**config.mk**
```make
export PLATFORM = sky130hd
export DESIGN_NAME = bank_sequencer
export DESIGN_NICKNAME = d
export VERILOG_FILES = /design/src/rtl/mbs_pkg.sv /design/src/rtl/mbs_rst_sync.sv /design/src/rtl/mbs_bank_ctr.sv /design/src/rtl/mbs_col_mux.sv /design/src/rtl/bank_sequencer.sv
export SDC_FILE = /design/constraint.sdc
export NUM_CORES = 1
export LEC_CHECK = 0
export BUFFER_PORTS_ARGS = -buffer_cell sky130_fd_sc_hd__buf_2
export CAP_MARGIN = 20
export CELL_PAD_IN_SITES_DETAIL_PLACEMENT = 1
export CELL_PAD_IN_SITES_GLOBAL_PLACEMENT = 2
export CORE_MARGIN = 1.5
export CORE_UTILIZATION = 22
export DETAILED_ROUTE_END_ITERATION = 10
export GPL_TIMING_DRIVEN = 0
export PLACE_DENSITY_LB_ADDON = 0.25
export SLEW_MARGIN = 20
export SYNTH_ARGS = -nofsm -noshare
export SYNTH_HDL_FRONTEND = slang
export SYNTH_SLANG_ARGS = --single-unit
```
**constraint.sdc**
```tcl
create_clock -name clk -period 1.45 [get_ports clk]
set_input_delay 0.29 -clock clk [delete_from_list [all_inputs] [get_ports clk]]
set_output_delay 0.29 -clock clk [all_outputs]
set_load 0.005 [all_outputs]
```
**src/rtl/mbs_pkg.sv**
```systemverilog
package mbs_pkg;
  localparam int unsigned SEG_COUNT_DEF  = 32;
  localparam int unsigned BANK_COUNT_DEF = 4;

  typedef enum logic [1:0] {
    MUX_STATIC = 2'd0,
    MUX_TWO    = 2'd1,
    MUX_THREE  = 2'd2,
    MUX_FOUR   = 2'd3
  } mux_mode_e;
endpackage

```
**src/rtl/mbs_rst_sync.sv**
```systemverilog
module mbs_rst_sync #(
  parameter int unsigned STAGES = 2
) (
  input  logic clk,
  input  logic arst_n,
  output logic rst_n_o
);
  logic [STAGES-1:0] chain_q;

  always_ff @(posedge clk or negedge arst_n) begin
    if (!arst_n) chain_q <= '0;
    else         chain_q <= {chain_q[STAGES-2:0], 1'b1};
  end

  assign rst_n_o = chain_q[STAGES-1];
endmodule

```
**src/rtl/mbs_bank_ctr.sv**
```systemverilog
module mbs_bank_ctr #(
  parameter int unsigned BANK_W = 2
) (
  input  logic              clk,
  input  logic              rst_n,
  input  logic [BANK_W-1:0] mode,
  input  logic              adv,
  input  logic              sync,
  output logic              evt,
  output logic [BANK_W-1:0] bank_nxt,
  output logic [BANK_W-1:0] bank_q
);
  // next-state: sync wins, else wrap at or beyond the mode's last bank
  always_comb begin
    evt = adv | sync;
    if (sync)                bank_nxt = mode;
    else if (bank_q >= mode) bank_nxt = '0;
    else                     bank_nxt = bank_q + 1'b1;
  end

  always_ff @(posedge clk or negedge rst_n) begin
    if (!rst_n)   bank_q <= '0;
    else if (evt) bank_q <= bank_nxt;
  end
endmodule

```
**src/rtl/mbs_col_mux.sv**
```systemverilog
module mbs_col_mux #(
  parameter int unsigned N_SEG  = 32,
  parameter int unsigned N_BANK = 4,
  localparam int unsigned BANK_W = $clog2(N_BANK)
) (
  input  logic [N_SEG*N_BANK-1:0] ram_words,
  input  logic [BANK_W-1:0]       sel,
  output logic [N_SEG-1:0]        col
);
  for (genvar a = 0; a < N_SEG; a++) begin : g_word
    logic [N_BANK-1:0] word;
    assign word   = ram_words[a*N_BANK +: N_BANK];
    assign col[a] = word[sel];
  end
endmodule

```
**src/rtl/bank_sequencer.sv**
```systemverilog
module bank_sequencer
  import mbs_pkg::*;
#(
  parameter int unsigned N_SEG  = SEG_COUNT_DEF,
  parameter int unsigned N_BANK = BANK_COUNT_DEF,
  localparam int unsigned BANK_W = $clog2(N_BANK),
  localparam int unsigned RAM_W  = N_SEG * N_BANK
) (
  input  logic              clk,
  input  logic              rst_n,
  input  logic [BANK_W-1:0] mode,
  input  logic              slot_adv,
  input  logic              sync_in,
  input  logic [RAM_W-1:0]  ram_words,
  output logic [BANK_W-1:0] bank_idx,
  output logic [N_SEG-1:0]  seg_q
);
  logic              core_rst_n;
  logic              evt;
  logic [BANK_W-1:0] bank_nxt;
  logic [N_SEG-1:0]  col_nxt;

  mbs_rst_sync #(.STAGES(2)) u_rst (
    .clk     (clk),
    .arst_n  (rst_n),
    .rst_n_o (core_rst_n)
  );

  mbs_bank_ctr #(.BANK_W(BANK_W)) u_ctr (
    .clk      (clk),
    .rst_n    (core_rst_n),
    .mode     (mode),
    .adv      (slot_adv),
    .sync     (sync_in),
    .evt      (evt),
    .bank_nxt (bank_nxt),
    .bank_q   (bank_idx)
  );

  // column of the bank being entered, so latch and index agree after the edge
  mbs_col_mux #(.N_SEG(N_SEG), .N_BANK(N_BANK)) u_mux (
    .ram_words (ram_words),
    .sel       (bank_nxt),
    .col       (col_nxt)
  );

  always_ff @(posedge clk or negedge core_rst_n) begin
    if (!core_rst_n) seg_q <= '0;
    else if (evt)    seg_q <= col_nxt;
  end
endmodule

```
# Yosys cells after proc, flatten, opt, wreduce, memory -nomap -nowiden
# Index checks and enable logic that the tools add are counted.
# classes
addsub	1
n_lt_le_gt_ge	2
muxes	66
n_bitwise	1
# op_table
cell	count
$bmux W1 S2	32
$mux W1	32
$mux W2	2
$lt A2 B3 Y1 const B	1
$add A2 B1 Y2 const B	1
$ge A2 B2 Y1	1
$or A1 B1 Y1	1
# word_totals
ff_bits	36
inputBits	134
output_inout_bits	34
elab_cells	73

# Depth between registers and ports, before layout
# depth
ltp_word	5
mapped_depth	9
mapped_depth_nobuf	7

# Cells and area by module
# From an unflattened synthesis, not the netlist that was laid out.
# hier_totals
hier_cells	132
area_unflattened_um2	2391.0
# by_module_without_submodules
module	instances	cells_each	area_per_inst_um2	seq_area_each_um2
bank_sequencer	1	68	1345.0	800.8
mbs_col_mux	1	39	814.5	0.0
mbs_bank_ctr	1	22	177.7	50.0
mbs_rst_sync	1	3	53.8	50.0

# Least setup slack after synthesis
# Ideal clock, no wire load.
# synth_path
path_kind	flip-flop to flip-flop
start	register u_ctr.bank_q[0]
end	register seg_q[0]
setup_time_ps	94
t_arrival_ps	2070
required_ps	1356
slack_ps	-713
path_stages_with_launch	10
n_path_buf	2
synth_period_minus_slack_ps	2163
path_cell_list	dfrtp_1 > inv_1 > ha_1 > nand2b_4 > a2111oi_4 > nand2b_1 > buf_6 > buf_4 > a22oi_1 > a211oi_1
# synth_between
elab_chain_len	5
word_cells_on_any_way	6
classes_between	1 x add/sub; 1 x order compare; 4 x mux
# synth_lines
item	line	source
from (decl)	mbs_bank_ctr.sv:11	output logic [BANK_W-1:0] bank_q
from (signal assigned)	mbs_bank_ctr.sv:23	else if (evt) bank_q <= bank_nxt;
$add A2 B1 Y2 or $ge A2 B2 Y1 (tied branches)	mbs_bank_ctr.sv:18, mbs_bank_ctr.sv:17	
$mux W2 *	mbs_bank_ctr.sv:17	else if (bank_q >= mode) bank_nxt = '0;
$mux W2 *	mbs_bank_ctr.sv:16	if (sync) bank_nxt = mode;
$bmux W1 S2 *	mbs_col_mux.sv:13	assign col[a] = word[sel];
$mux W1 (implied by the code) *	mbs_col_mux.sv:13	
to (signal assigned)	bank_sequencer.sv:49	else if (evt) seg_q <= col_nxt;
to (decl)	bank_sequencer.sv:16	output logic [N_SEG-1:0] seg_q
# Mark *: on every way between the ends. The rest lies on a longest branch, timed or not. The select of a mux whose other input is x is not followed.
# A chain may end at the register's enable or synchronous reset.

# Worst setup path after layout
# layout_path
start	register u_ctr.bank_q[0]
end	register seg_q[14]
# The elaborated chain is that of the path after synthesis.

==> impl_results.md <==
- Maxcap violations: 0
- P_leak: around 1.9 nW
- Htree depth: 2
- Pwr Density: 1010 nW/um^2
- Initial DRC count: 86
- Slowest stage delay, CP: 0.43 ns
- Vias in the first global route: ~3200
- Core area: 10400 um^2
- Critical Path AT: roughly 2.3 ns
- Worst Skew: between 0.008 and 0.009 ns
- Starting Density: 0.230
- Top layer in use: met4
- Crit path depth: 10
- Num CTS Buffers: 5
- Final min period: between 2 and 2.5 ns
- Buf/Inv on CP: 4
- Syn Std Cell Area: around 2400 um^2
- Clock buffer depth: 2
- Core Rows: 37
- Peak Freq: about 470 MHz
- Crit path max fanout: 5
- Layout cells sized above 1: 0.620
- FF+latch count, synth: 36
- Area of the die: around 12000 um^2
- Ys async rst share: 1.00
- PortBufs: 167
- # fillers: between 1000 and 1500
- EDFF count, synth: 0
- Via count: approximately 3000
- Synthesized area per cell: about 9.4 um^2
- Clock power share: 0.188
- Routed met2 length: between 5 and 6 mm
- Synth unique cells: 28
- Sequential area share after synthesis: 0.377
- # DRC: 0
- Worst hold slack: 0.223 ns
- Total GRT Usage: 0.185
- Sequential power share: 0.329
- Primary FF master, synth: dfrtp_1
- DR WL met3: 707 um
- Grt ovf: 0
- Largest net degree at the start of global routing: 19
- Worst EP required: between 1.5 and 2 ns
- Die width: approximately 110 um
- Final WS setup: -0.667 ns
- Crit-path cells: inv_2 > ha_4 > nand2b_4 > a2111oi_4 > nand2b_4 > buf_12 > buf_6 > buf_6 > a221oi_2 > a211oi_1
- Final core utilization: 0.394
- Crit. End Element: register
- Fin. Hold Viols: 0
- Outcome: finished, violations left
- CP max stage cell: dfrtp_2
- Gpl congestion: around 0.77
- Max-slew violations: 0
- DR WL/cell: 18.6 um
- Die Y-Extent: around 110 um
- Yosys Warn Count: 0
- Met1 wire length: about 4.7 mm
- Clock transition at the registers of the reported paths: roughly 0.080 ns
- Switch Pwr: between 1.5 and 2 mW
- Vias per cell: 5.11
- CP Class: reg2reg
- Comb power frac: 0.483
- Hold Path Class: reg2async
- Pint: approximately 2.6 mW
- TritonRoute pass-1 iters: 4
- Final setup vio count: 34
- Root Buffer: clkbuf_8
- Maximum vdd ir drop: 470 uV
- Worst Tran Pin Value: between 0.7 and 0.8 ns
- Crit path launch type: register
- Antenna violations before repair: 1
- First-pass GRT wire length: approximately 17 mm
- Cell count after synthesis: about 250
- Total design power: between 4 and 5 mW
- Slew Limit Headroom: 0.500
- HPWL after DPL: between 7 and 8 mm
- Area growth from synthesis to layout: 71.5%
- Antenna cells: 0
- Antenna-violating nets left: 0
- Nets: ~570
- Clk sinks: 36
- Register-to-Register Path Depth: 10
- CTS tree: built
- Final wirelength: between 10 and 15 mm
- Syn Nets: 390
- Worst skew pair latency: 0.29 ns
- Final period util: 1.46
- Top Family by Delay on Critical Path: compound AO/OA/AOI/OAI gates
- RSZ-0062 raised after global routing: true
- Failing checks: negative setup slack
- Net Sw Frac: 0.366
- IO Count: 168
final timing paths:
| kind | from | end | slack [ns] |
|---|---|---|---|
| min in group clk | mode[1] | u_ctr.bank_q[1] | 0.32 |
| worst max register to register | u_ctr.bank_q[0] | seg_q[14] | -0.67 |
| worst min register to register | u_rst.chain_q[1] | seg_q[31] | 0.22 |
| worst min-delay path | u_rst.chain_q[1] | seg_q[31] | 0.22 |
| worst max-delay path | u_ctr.bank_q[0] | seg_q[14] | -0.67 |
| max in group asynchronous | u_rst.chain_q[1] | u_ctr.bank_q[0] | 0.76 |
layout by cell type, fill, tap and decap left out, drive strengths merged:
cell type	n
inv	2
o211ai	1
or2	1
ha	2
clkbuf	26
a21oi	1
nor2	35
a211o	1
a21o	32
a2111oi	1
a211oi	32
mux2	1
dlygate4sd3	1
nand2	5
nand3	1
nand4	2
nand2b	2
buf	188
xor2	1
a221oi	32
a22oi	32
dfrtp	36
o21ai	2
conb	1
nor2b	1
through the flow:
| step | setup TNS, ns | instance area, um^2 | std cells | setup WS [ns] |
|---|---|---|---|---|
| 5_1_grt | -23.70 | 4100 | 575 | -0.770 |
| 4_1_cts | -20.41 | 3940 | 572 | -0.660 |
| 6_report | -19.85 | 4100 | 575 | -0.667 |
| 3_3_place_gp | -33.04 | 3630 | 557 | -0.859 |
| 2_1_floorplan | -17.77 | 2620 | 254 | -0.560 |
| 3_5_place_dp | -27.63 | 3660 | 558 | -0.971 |
registers in the layout, indices dropped and copies added (netlist names):
name,cells
u_rst.chain_q,2
seg_q,32
u_ctr.bank_q,2
repair_timing:
item	in CTS	in global routing
setup endpoints to repair	34	34
hold buffers	1	0
gates cloned	1	2
buffers inserted	5	2
gates resized for setup	35	22
pin swaps	8	9
endpoints found under the hold margin	2	0
worst reg2reg max path, cell delays in order, from the launching register on:
cell,delay (ns)
dfrtp_2,0.43
inv_2,0.08
ha_4,0.19
nand2b_4,0.15
a2111oi_4,0.31
nand2b_4,0.23
buf_12,0.15
buf_6,0.10
buf_6,0.09
a221oi_2,0.05
a211oi_1,0.24
cells by family after synthesis:
family / count (synthesis) / synth area share
XOR/XNOR: 1 / 0.00366
AND/OR/NAND/NOR: 47 / 0.0837
buffers and inverters: 32 / 0.0727
other: 1 / 0.00157
adder cells (fa/ha/maj): 2 / 0.0105
multiplexers: 1 / 0.00471
AO/OA/AOI/OAI: 134 / 0.447
flip-flops: 36 / 0.377
power by group through the flow:
stage | Combinational, mW | Clock, mW | Sequential [mW]
after floorplan | 0.973 | 0 | 1.40
after global placement | 1.66 | 0 | 1.39
after detailed placement | 1.71 | 0 | 1.39
after CTS | 1.89 | 0.812 | 1.36
after global routing | 2.19 | 0.840 | 1.39
final | 2.00 | 0.780 | 1.36
routing by layer:
metal | global-route usage | vias up
li1 | - | 1379
met1 | 0.239 | 1436
met2 | 0.319 | 115
met3 | 0.0424 | 10
met4 | 0.0286 | 0
met5 | 0 | -
area by class of cell:
class / count / area [um^2] / area share
timing repair buffer: 179 / 1010 / 0.246
multi-input combinational: 186 / 1680 / 0.409
sequential: 36 / 905 / 0.220
inverter: 2 / 7.51 / 0.00183
tap: 136 / 170 / 0.0415
buffer: 28 / 243 / 0.0591
clock buffer: 8 / 90.1 / 0.0220
cells in the mapped netlist, drive strengths merged, types with 2 or more instances:
| master | count | area (um^2) |
|---|---|---|
| nand4 | 2 | 12.5 |
| ha | 2 | 25.0 |
| nor2 | 35 | 131 |
| a221oi | 32 | 280 |
| clkbuf | 17 | 63.8 |
| o21ai | 2 | 10.0 |
| inv | 2 | 7.51 |
| nand2b | 2 | 20.0 |
| dfrtp | 36 | 901 |
| buf | 13 | 103 |
| a21o | 32 | 240 |
| nand2 | 5 | 18.8 |
| a211oi | 32 | 245 |
| a22oi | 32 | 240 |
Power figures use the tool's default switching activity.
